**src/rtl/led_dim_pkg.sv**
```systemverilog
package led_dim_pkg;
  typedef enum logic [1:0] {
    SUSP_IGNORE = 2'b00,
    SUSP_FREEZE = 2'b01,
    SUSP_SAFE   = 2'b10,
    SUSP_RSVD   = 2'b11
  } susp_mode_e;

  function automatic logic susp_freezes(input logic req, input susp_mode_e m);
    return req && (m == SUSP_FREEZE || m == SUSP_SAFE);
  endfunction

  function automatic logic susp_passive(input logic req, input susp_mode_e m);
    return req && (m == SUSP_SAFE);
  endfunction
endpackage

```
**src/rtl/led_dim_clkgen.sv**
```systemverilog
module led_dim_clkgen #(
  parameter int PSW  = 11,
  parameter int BDIV = 4
) (
  input  logic           clk_i,
  input  logic           rst_n,
  input  logic           en_i,
  input  logic           hold_i,
  input  logic [PSW-1:0] prescale_i,
  input  logic           fast_mode_i,
  output logic           bit_tick_o
);
  localparam int QW = (BDIV > 1) ? $clog2(BDIV) : 1;
  localparam logic [QW-1:0] QLAST = QW'(BDIV - 1);

  logic [PSW-1:0] pcnt_q, pcnt_d;
  logic [QW-1:0]  qcnt_q, qcnt_d;
  logic           fast_tick;

  always_comb begin
    fast_tick = (prescale_i != '0) && (pcnt_q >= (prescale_i - PSW'(1)));
    pcnt_d = pcnt_q;
    qcnt_d = qcnt_q;
    if (!en_i) begin
      pcnt_d = '0;
      qcnt_d = '0;
    end else if (!hold_i) begin
      if (prescale_i == '0) begin
        pcnt_d = '0;
      end else if (fast_tick) begin
        pcnt_d = '0;
        qcnt_d = (qcnt_q == QLAST) ? '0 : qcnt_q + QW'(1);
      end else begin
        pcnt_d = pcnt_q + PSW'(1);
      end
    end
    bit_tick_o = en_i && !hold_i && fast_tick && (fast_mode_i || qcnt_q == QLAST);
  end

  always_ff @(posedge clk_i or negedge rst_n) begin
    if (!rst_n) begin
      pcnt_q <= '0;
      qcnt_q <= '0;
    end else begin
      pcnt_q <= pcnt_d;
      qcnt_q <= qcnt_d;
    end
  end


  normal_gap_chk: assert property (@(posedge clk_i) disable iff (!rst_n)
    (bit_tick_o && !fast_mode_i) |=> (!bit_tick_o || fast_mode_i));


  stopped_no_tick_chk: assert property (@(posedge clk_i) disable iff (!rst_n)
    (prescale_i == '0 && $past(prescale_i) == '0) |-> !bit_tick_o);
endmodule

```
**src/rtl/led_dim_walker.sv**
```systemverilog
module led_dim_walker #(
  parameter int IW  = 12,
  parameter int WDW = 16
) (
  input  logic           clk_i,
  input  logic           rst_n,
  input  logic           en_i,
  input  logic           hold_i,
  input  logic           xfer_i,
  input  logic           abort_i,
  input  logic [IW-1:0]  target_i,
  input  logic [WDW-1:0] walk_div_i,
  output logic [IW-1:0]  level_o,
  output logic           busy_o,
  output logic           done_o
);
  logic [IW-1:0]  level_q, level_d, tgt_q, tgt_d, lvl_nx;
  logic [WDW-1:0] wcnt_q, wcnt_d;
  logic           busy_q, busy_d, done_q, done_d;

  always_comb begin
    level_d = level_q;
    tgt_d   = tgt_q;
    wcnt_d  = wcnt_q;
    busy_d  = busy_q;
    done_d  = 1'b0;
    lvl_nx  = (tgt_q > level_q) ? level_q + IW'(1) : level_q - IW'(1);
    if (!en_i) begin
      level_d = '0;
      tgt_d   = '0;
      wcnt_d  = '0;
      busy_d  = 1'b0;
    end else if (!hold_i) begin
      if (abort_i) begin
        busy_d = 1'b0;
        wcnt_d = '0;
      end else if (xfer_i) begin
        tgt_d  = target_i;
        busy_d = 1'b1;
        wcnt_d = '0;
      end else if (busy_q) begin
        if (wcnt_q >= walk_div_i) begin
          wcnt_d = '0;
          if (level_q == tgt_q) begin
            busy_d = 1'b0;
            done_d = 1'b1;
          end else begin
            level_d = lvl_nx;
            if (lvl_nx == tgt_q) begin
              busy_d = 1'b0;
              done_d = 1'b1;
            end
          end
        end else begin
          wcnt_d = wcnt_q + WDW'(1);
        end
      end
    end
  end

  always_ff @(posedge clk_i or negedge rst_n) begin
    if (!rst_n) begin
      level_q <= '0;
      tgt_q   <= '0;
      wcnt_q  <= '0;
      busy_q  <= 1'b0;
      done_q  <= 1'b0;
    end else begin
      level_q <= level_d;
      tgt_q   <= tgt_d;
      wcnt_q  <= wcnt_d;
      busy_q  <= busy_d;
      done_q  <= done_d;
    end
  end

  assign level_o = level_q;
  assign busy_o  = busy_q;
  assign done_o  = done_q;


  unit_step_chk: assert property (@(posedge clk_i) disable iff (!rst_n)
    en_i |=> (level_q == $past(level_q) || level_q == $past(level_q) + IW'(1)
              || level_q == $past(level_q) - IW'(1)));


  abort_stop_chk: assert property (@(posedge clk_i) disable iff (!rst_n)
    (abort_i && en_i && !hold_i) |=> (!busy_q && !done_q && $stable(level_q)));


  done_single_chk: assert property (@(posedge clk_i) disable iff (!rst_n)
    done_q |=> !done_q);


  done_on_finish_chk: assert property (@(posedge clk_i) disable iff (!rst_n)
    $rose(done_q) |-> $fell(busy_q));


  freeze_hold_chk: assert property (@(posedge clk_i) disable iff (!rst_n)
    (hold_i && en_i) |=> ($stable(level_q) && $stable(busy_q) && !done_q));
endmodule

```
**src/rtl/led_dim_sdm.sv**
```systemverilog
module led_dim_sdm #(
  parameter int IW = 12
) (
  input  logic          clk_i,
  input  logic          rst_n,
  input  logic          en_i,
  input  logic          tick_i,
  input  logic [IW-1:0] level_i,
  output logic          bit_o
);
  logic [IW-1:0] acc_q, acc_d;
  logic          bit_q, bit_d;
  logic [IW:0]   sum;

  always_comb begin
    sum   = {1'b0, acc_q} + {1'b0, level_i};
    acc_d = acc_q;
    bit_d = bit_q;
    if (!en_i) begin
      acc_d = '0;
      bit_d = 1'b0;
    end else if (tick_i) begin
      acc_d = sum[IW-1:0];
      bit_d = sum[IW];
    end
  end

  always_ff @(posedge clk_i or negedge rst_n) begin
    if (!rst_n) begin
      acc_q <= '0;
      bit_q <= 1'b0;
    end else begin
      acc_q <= acc_d;
      bit_q <= bit_d;
    end
  end

  assign bit_o = bit_q;


  acc_moves_chk: assert property (@(posedge clk_i) disable iff (!rst_n)
    (en_i && tick_i && level_i != '0) |=> (acc_q != $past(acc_q)));


  idle_hold_chk: assert property (@(posedge clk_i) disable iff (!rst_n)
    (en_i && !tick_i) |=> ($stable(acc_q) && $stable(bit_q)));
endmodule

```
**src/rtl/led_dim_channel.sv**
```systemverilog
module led_dim_channel #(
  parameter int IW   = 12,
  parameter int PSW  = 11,
  parameter int WDW  = 16,
  parameter int BDIV = 4
) (
  input  logic           clk_i,
  input  logic           rst_ni,
  input  logic           en_i,
  input  logic [IW-1:0]  target_i,
  input  logic           xfer_i,
  input  logic           abort_i,
  input  logic           susp_req_i,
  input  logic [1:0]     susp_mode_i,
  input  logic [PSW-1:0] prescale_i,
  input  logic           fast_mode_i,
  input  logic [WDW-1:0] walk_div_i,
  input  logic           passive_hi_i,
  output logic           bit_o,
  output logic           busy_o,
  output logic           done_irq_o,
  output logic [IW-1:0]  level_o
);
  import led_dim_pkg::*;

  logic [1:0] rsync_q;
  logic       rst_n;
  logic       hold, force_pas, bit_tick, raw_bit;
  susp_mode_e smode;

  always_ff @(posedge clk_i or negedge rst_ni) begin
    if (!rst_ni) rsync_q <= 2'b00;
    else         rsync_q <= {rsync_q[0], 1'b1};
  end
  assign rst_n = rsync_q[1];

  always_comb begin
    smode     = susp_mode_e'(susp_mode_i);
    hold      = susp_freezes(susp_req_i, smode);
    force_pas = susp_passive(susp_req_i, smode);
  end

  led_dim_clkgen #(.PSW(PSW), .BDIV(BDIV)) u_clk (
    .clk_i(clk_i), .rst_n(rst_n), .en_i(en_i), .hold_i(hold),
    .prescale_i(prescale_i), .fast_mode_i(fast_mode_i), .bit_tick_o(bit_tick)
  );

  led_dim_walker #(.IW(IW), .WDW(WDW)) u_walk (
    .clk_i(clk_i), .rst_n(rst_n), .en_i(en_i), .hold_i(hold),
    .xfer_i(xfer_i), .abort_i(abort_i), .target_i(target_i),
    .walk_div_i(walk_div_i), .level_o(level_o), .busy_o(busy_o), .done_o(done_irq_o)
  );

  led_dim_sdm #(.IW(IW)) u_sdm (
    .clk_i(clk_i), .rst_n(rst_n), .en_i(en_i), .tick_i(bit_tick),
    .level_i(level_o), .bit_o(raw_bit)
  );

  always_comb begin
    if (!en_i || force_pas) bit_o = passive_hi_i;
    else                    bit_o = raw_bit ^ passive_hi_i;
  end


  disabled_quiet_chk: assert property (@(posedge clk_i) disable iff (!rst_n)
    !en_i |=> (level_o == '0 && !busy_o && !done_irq_o));
endmodule

```
**config.mk**
```make
export PLATFORM = sky130hd
export DESIGN_NAME = led_dim_channel
export DESIGN_NICKNAME = d
export VERILOG_FILES = /design/src/rtl/led_dim_pkg.sv /design/src/rtl/led_dim_clkgen.sv /design/src/rtl/led_dim_walker.sv /design/src/rtl/led_dim_sdm.sv /design/src/rtl/led_dim_channel.sv
export SDC_FILE = /design/constraint.sdc
export NUM_CORES = 1
export LEC_CHECK = 0
export ABC_AREA = 1
export BUFFER_PORTS_ARGS = -buffer_cell sky130_fd_sc_hd__buf_2
export CAP_MARGIN = 30
export CORE_MARGIN = 2
export CORE_UTILIZATION = 35
export DETAILED_ROUTE_END_ITERATION = 8
export PLACE_DENSITY = 0.6
export SYNTH_ARGS = -nofsm -noshare
export SYNTH_HDL_FRONTEND = slang
export SYNTH_SLANG_ARGS = --single-unit
```
**constraint.sdc**
```tcl
create_clock -name clk_i -period 2.7 [get_ports clk_i]
set_clock_uncertainty 0.2 [all_clocks]
set_input_delay 0.27 -clock clk_i [delete_from_list [all_inputs] [get_ports clk_i]]
set_output_delay 0.27 -clock clk_i [all_outputs]
set_load 0.01 [all_outputs]
```
Yosys cells after proc, flatten, opt, wreduce, memory -nomap -nowiden
Index checks and enable logic that the tools add are counted.
Word-level totals
  bits in registers: 70
  bits of input ports: 49
  output and inout port bits: 15
  logic and storage cells: 102
Operators by class
  add/sub/neg operators: 7
  $lt $le $gt $ge: 3
  equality and inequality tests: 16
  multiplexer cells: 48
  bitwise gates (word level): 1
  reductions and logical operators: 17
Operator list (count)
  $mux W12: 14
  $mux W16: 6
  $mux W11: 4
  $eq A12 B12 Y1: 2
  $mux W1: 19
  $add A16 B1 Y16 const B: 1
  $ge A16 B16 Y1: 1
  $add A12 B12 Y13: 1
  $add A12 B1 Y12 const B: 1
  $gt A12 B12 Y1: 1
  $sub A12 B1 Y12 const B: 1
  $add A11 B1 Y11 const B: 1
  $ge A11 B11 Y1: 1
  $logic_not A11 Y1: 1
  $reduce_bool A11 Y1: 1
  $sub A11 B1 Y11 const B: 1
  $mux W2: 5
  $ne A2 B1 Y1 const B: 5
  $ne A2 B2 Y1 const B: 5
  $logic_and A1 B1 Y1: 6
  $reduce_and A3 Y1: 2
  $reduce_and A6 Y1: 1
  $eq A2 B2 Y1 const B: 2
  $ne A4 B1 Y1 const B: 1
  other kinds (6): 9

Depth between registers and ports, before layout
  depth in word-level cells: 11
  depth in mapped cells: 31
  depth with buffers taken out: 31

Modules after synthesis
From an unflattened synthesis, not the netlist that was laid out.
Unflattened totals
  cell total of the unflattened synthesis: 887
  area total of the unflattened synthesis: 6062.1 um^2
Modules (own cells, without submodules)
  led_dim_walker: instances 1, cells an instance 520, area each 3495.9 um^2, sequential area each 1051.0 um^2
  led_dim_clkgen: instances 1, cells an instance 180, area each 1326.3 um^2, sequential area each 325.3 um^2
  led_dim_sdm: instances 1, cells an instance 168, area each 1116.1 um^2, sequential area each 325.3 um^2
  led_dim_channel: instances 1, cells an instance 19, area each 123.9 um^2, sequential area each 50.0 um^2

Worst setup path after synthesis
Ideal clock, no wire load.
  path type: register to register
  start point: register u_walk.level_q[11], in the netlist u_walk.level_o[11]
  end point: register u_walk.busy_q, in the netlist u_walk.busy_o
  setup time: 116 ps
  data arrival time: 3189 ps
  data required time: 2384 ps
  path slack: -805 ps
  cell stages (with the launch flop): 29
  buffers on the path: 0
  period minus slack after synthesis: 3505 ps
  cell sequence: dfrtp_1 > inv_1 > ha_1 > nand2_1 > inv_1 > nand2_1 > nor2_2 > nand4_2 > nand2_1 > inv_1 > fa_1 > inv_1 > nand3_1 > nand2_1 > nand2_1 > nand3b_1 > nand2_1 > nand2_1 > nand2_1 > nor2_1 > nand3_1 > nor2_1 > nand2_1 > nand2_1 > nand2_1 > nand2_1 > nand2_1 > nand2_1 > nand2_1
Between the ends
  longest elaborated chain between the ends: 11
  elaborated cells on any way between the ends: 14
  classes of those cells: 2 x add/sub; 1 x order compare; 2 x eq/ne; 9 x mux
Ends and longest elaborated chain
  start, declared: line led_dim_walker.sv:17  | logic [IW-1:0] level_q, level_d, tgt_q, tgt_d, lvl_nx;
  start signal, assigned: line led_dim_walker.sv:69  | level_q <= level_d;
  $sub A12 B1 Y12 (tied with other cells): line led_dim_walker.sv:27  | lvl_nx = (tgt_q > level_q) ? level_q + IW'(1) : level_q - IW'(1);
  $mux W12: line led_dim_walker.sv:27
  $eq A12 B12 Y1: line led_dim_walker.sv:49  | if (lvl_nx == tgt_q) begin
  $mux W1: line led_dim_walker.sv:49
  $mux W1 (*): line led_dim_walker.sv:44  | if (level_q == tgt_q) begin
  $mux W1 (*): line led_dim_walker.sv:42  | if (wcnt_q >= walk_div_i) begin
  $mux W1 (*): line led_dim_walker.sv:41  | end else if (busy_q) begin
  $mux W1 (*): line led_dim_walker.sv:37  | end else if (xfer_i) begin
  $mux W1 (*): line led_dim_walker.sv:34  | if (abort_i) begin
  $mux W1 (*): line led_dim_walker.sv:33  | end else if (!hold_i) begin
  $mux W1 (*): line led_dim_walker.sv:28  | if (!en_i) begin
  end signal, assigned: line led_dim_walker.sv:72  | busy_q <= busy_d;
  end, declared: line led_dim_walker.sv:19  | logic busy_q, busy_d, done_q, done_d;
Mark *: on every way between the ends. The rest lies on a longest branch, timed or not. The select of a mux whose other input is x is not followed.
A chain may end at the register's enable or synchronous reset.

Worst setup path after layout
Same ends and word-level chain as after synthesis.

==> key figures <==
Status
  – Outcome: finished with violations
  – Violated checks: negative setup slack

Route
  – Pre-Repair DR Iteration Count: 5
  – Met2 wire len: 7590 um
  – Drt initial violations: 244
  – Drt drc: 0
  – Top routing layer used: met5
  – Post-DR wirelength/cell: 13.2 um
  – Final ANT Viol Nets: 0
  – Vias: 5698
  – Vias per std cell: 4.83
  – Total Wirelength: 15600 um
  – Met3 WL: 768 um
  – WL met1: 7000 um

Setup path
  – CP required: 2.74 ns
  – CP most frequent cell: nand2_1
  – Cell family with most CP delay: simple AND/OR/NAND/NOR gates
  – RR Endpoint: u_walk.busy_o
  – CP bufs+invs: 2
  – Worst Setup Start Kind: flop
  – Crit path max fanout: 5
  – WP data arrival: 3.53 ns
  – Reg2reg path depth: 25
  – Max incr delay on CP: 0.55 ns
  – Worst R2R Start: u_walk.level_o[11]
  – Reg2Reg Setup Slack: -0.79 ns
  – Critical path class: flop to flop
  – Crit-path slowest cell: fa_2
  – Crit. End Element: flop

Die
  – Row count: 46
  – Total core area: 16000 um^2
  – Top Ports: 64
  – Die extent in x: 132 um
  – Chip height: 132 um
  – Initial Utilization: 0.360
  – Die ar.: 17500 um^2

Logic synthesis
  – Mux contribution to synthesized area: 0
  – Synth async-reset ratio: 1.00
  – YS warnings: 0
  – Post-Syn Area: 5760 um^2
  – Synth area leaders: dfrtp_1 (30%), ha_1 (15%), nand2_1 (9.9%)
  – Syn Nets: 883
  – EDFF count, synth: 0
  – Post-synth top flop: dfrtp_1
  – Flops & latches, synth: 70
  – Unique cell type count in the Yosys netlist: 47
  – Synth Area in Simple Gates: 0.257
  – Sequential fraction of the synthesis area: 0.304
  – Largest family of logic cells by synthesized area: simple AND/OR/NAND/NOR gates
  – Syn Area/Cell: 7.53 um^2
  – Post-Synth XOR/XNOR Area: 0.0517
  – Compound-Gate Fraction of Synth Area: 0.134
  – Post-synthesis cell count: 765
  – Adder-Cell Fraction of Synth Area: 0.153
  – Yosys top cell area share: 0.304
  – Largest area contributor in the netlist: dfrtp_1

Layout
  – Layout cells sized above 1: 0.360
  – Area grow syn2layout: 45.1%
  – Post-route cell area: 8350 um^2
  – Nets@finish: 1076
  – Number of fill cells: 1503
  – Area occupied by multi-input gates: 4080 um^2
  – Register area: 1760 um^2

GRT
  – Total GRT Usage: 0.181
  – Vias in the first global route: 5391
  – First-pass GRT wire length: 25600 um
  – Total gr overflow: 0
  – Largest net degree at the start of global routing: 69
  – Initial antenna violation count: 2

Power and ir drop
  – Leak: 4.11 nW
  – Overall Power: 3.46 mW
  – PwrDens: 415 nW/um^2
  – Peak VDD IR: 348 uV

Clock tree
  – Num CTS Buffers: 9
  – Clk slew on worst S/H paths: 0.06 ns
  – Max H-tree Level: 3
  – Clock Tree Root: clkbuf_16
  – CTS tree: done
  – Clk_lat worst skew: 0.35 ns
  – CTS Sinks: 70
  – Max Buffers Root-to-Sink: 2

Place
  – IO Port Bufs: 63
  – Placement Cell Area: 7070 um^2
  – DP HPWL: 11100 um
  – Final Wtd Congestion: 0.840
  – Worst slack, placed: -0.834 ns

Timing
  – Setup TNS: -2.69 ns
  – Period utilization: 1.29
  – Final hold violations: 0
  – Finish-stage setup viols: 14
  – Fin. max-slew vios: 0
  – Tightest hold margin: 0.00787 ns
  – Slew HR: 0.602
  – Final Critical Period: 3.49 ns
  – Worst-margin pin slew: 0.595 ns
  – Fmax: 0.286 GHz
  – Post-route setup slack: -0.793 ns
  – RSZ-0062 raised after global routing: true

Min path
  – Hold Crit Class: primary input to flop
  – Hold EP: u_walk.tgt_q[9]
  – Hold Path Depth: 3
  – Hold_sp: target_i[9]

Flow run
  – Max-cap violations: 0
[layout by cell type (no fill, tap or decap), types with 6 or more instances in the layout]
master,n
buf_2,61
nor2_1,45
buf_6,12
ha_4,17
dfrtp_1,67
clkbuf_16,9
nand3_1,61
nand2_1,127
xor2_1,27
o22ai_2,6
nand3_4,7
inv_1,113
inv_2,16
nand2_2,21
o22ai_1,16
buf_4,100
a21oi_1,28
o21ai_1,7
dlygate4sd3_1,11
nand3_2,21
nand4_1,6
o21ai_0,32
nand2_4,6
nor2_2,10
o21ai_2,12
a21oi_2,9
ha_1,50
[per-layer routing]
metal  GRT usage  up-vias
li1            -     2926
met1       0.234     2631
met2       0.303      122
met3      0.0450       17
met4      0.0460        2
met5           0        -
[kinds of logic after synthesis]
family,count (synthesis)
other cells,1
xor+xnor,34
fa+ha+maj,69
buf+inv,141
compound gates,127
simple gates,323
flops,70
[tightest hold or removal path, delay by kind of cell]
kind                   cells  cell delay (ns)
AOI/OAI and AO/OA          1             0.09
and+or+nand+nor            1             0.07
buffers and inverters      1             0.08
[state kept, by name, indices dropped and copies added, names as in the netlist]
register        count
u_walk.wcnt_q      16
u_sdm.acc_q        12
u_walk.level_o     12
u_walk.tgt_q       12
u_clk.pcnt_q       11
rsync_q             2
u_clk.qcnt_q        2
u_sdm.bit_o         1
u_walk.busy_o       1
u_walk.done_o       1
[report_power, final]
group / internal [mW] / leakage, nW / switching (mW)
logic: 0.542 / 3.00 / 0.595
registers: 1.08 / 0.954 / 0.0267
clock network: 0.737 / 0.148 / 0.482
[what timing repair did]
action,CTS,global route
pin swaps,21,19
hold buffers,11,0
buffers inserted,16,7
endpoints found under the setup margin,21,38
gates resized for setup,66,73
cloned,2,0
hold endpoints to repair,12,0
[synth_stat cells (5+ instances only)]
cell	n
a21oi_1	38
dfrtp_1	70
nand3_1	77
nand2_1	152
ha_1	67
o22ai_1	20
inv_1	128
nand3_2	12
nor3_1	5
o21ai_2	9
xor2_1	27
xnor2_1	7
nand4_1	6
o21ai_0	38
nor2_1	54
[worst max path at each step]
stage          slack (ns)            end  depth (start not counted)               start
5_1_grt             -1.11  u_walk.busy_o                         28  u_walk.level_o[10]
6_report            -0.79  u_walk.busy_o                         25  u_walk.level_o[11]
2_1_floorplan       -0.51  u_walk.busy_o                         28   u_walk.level_o[9]
3_5_place_dp        -0.83  u_walk.busy_o                         29  u_walk.level_o[11]
4_1_cts             -0.73  u_walk.busy_o                         24     u_walk.tgt_q[7]
3_3_place_gp        -0.85  u_walk.busy_o                         26  u_walk.level_o[11]
[metrics by stage]
| stage | std cells | util |
|---|---|---|
| global placement | 1128 | 0.442 |
| finish | 1180 | 0.522 |
| global route | 1180 | 0.522 |
| detailed placement | 1128 | 0.442 |
| CTS | 1172 | 0.500 |
| floorplan | 765 | - |
[layout make-up]
type                            count  area share
Clock buffer                       10      0.0286
Multi-Input combinational cell    555       0.489
Tap cell                          216      0.0323
Antenna cell                        1    0.000300
Inverter                          131      0.0598
Sequential cell                    70       0.210
Timing Repair Buffer              191       0.173
Clock inverter                      6     0.00734
Note: power is estimated with default switching activity, not from simulation.
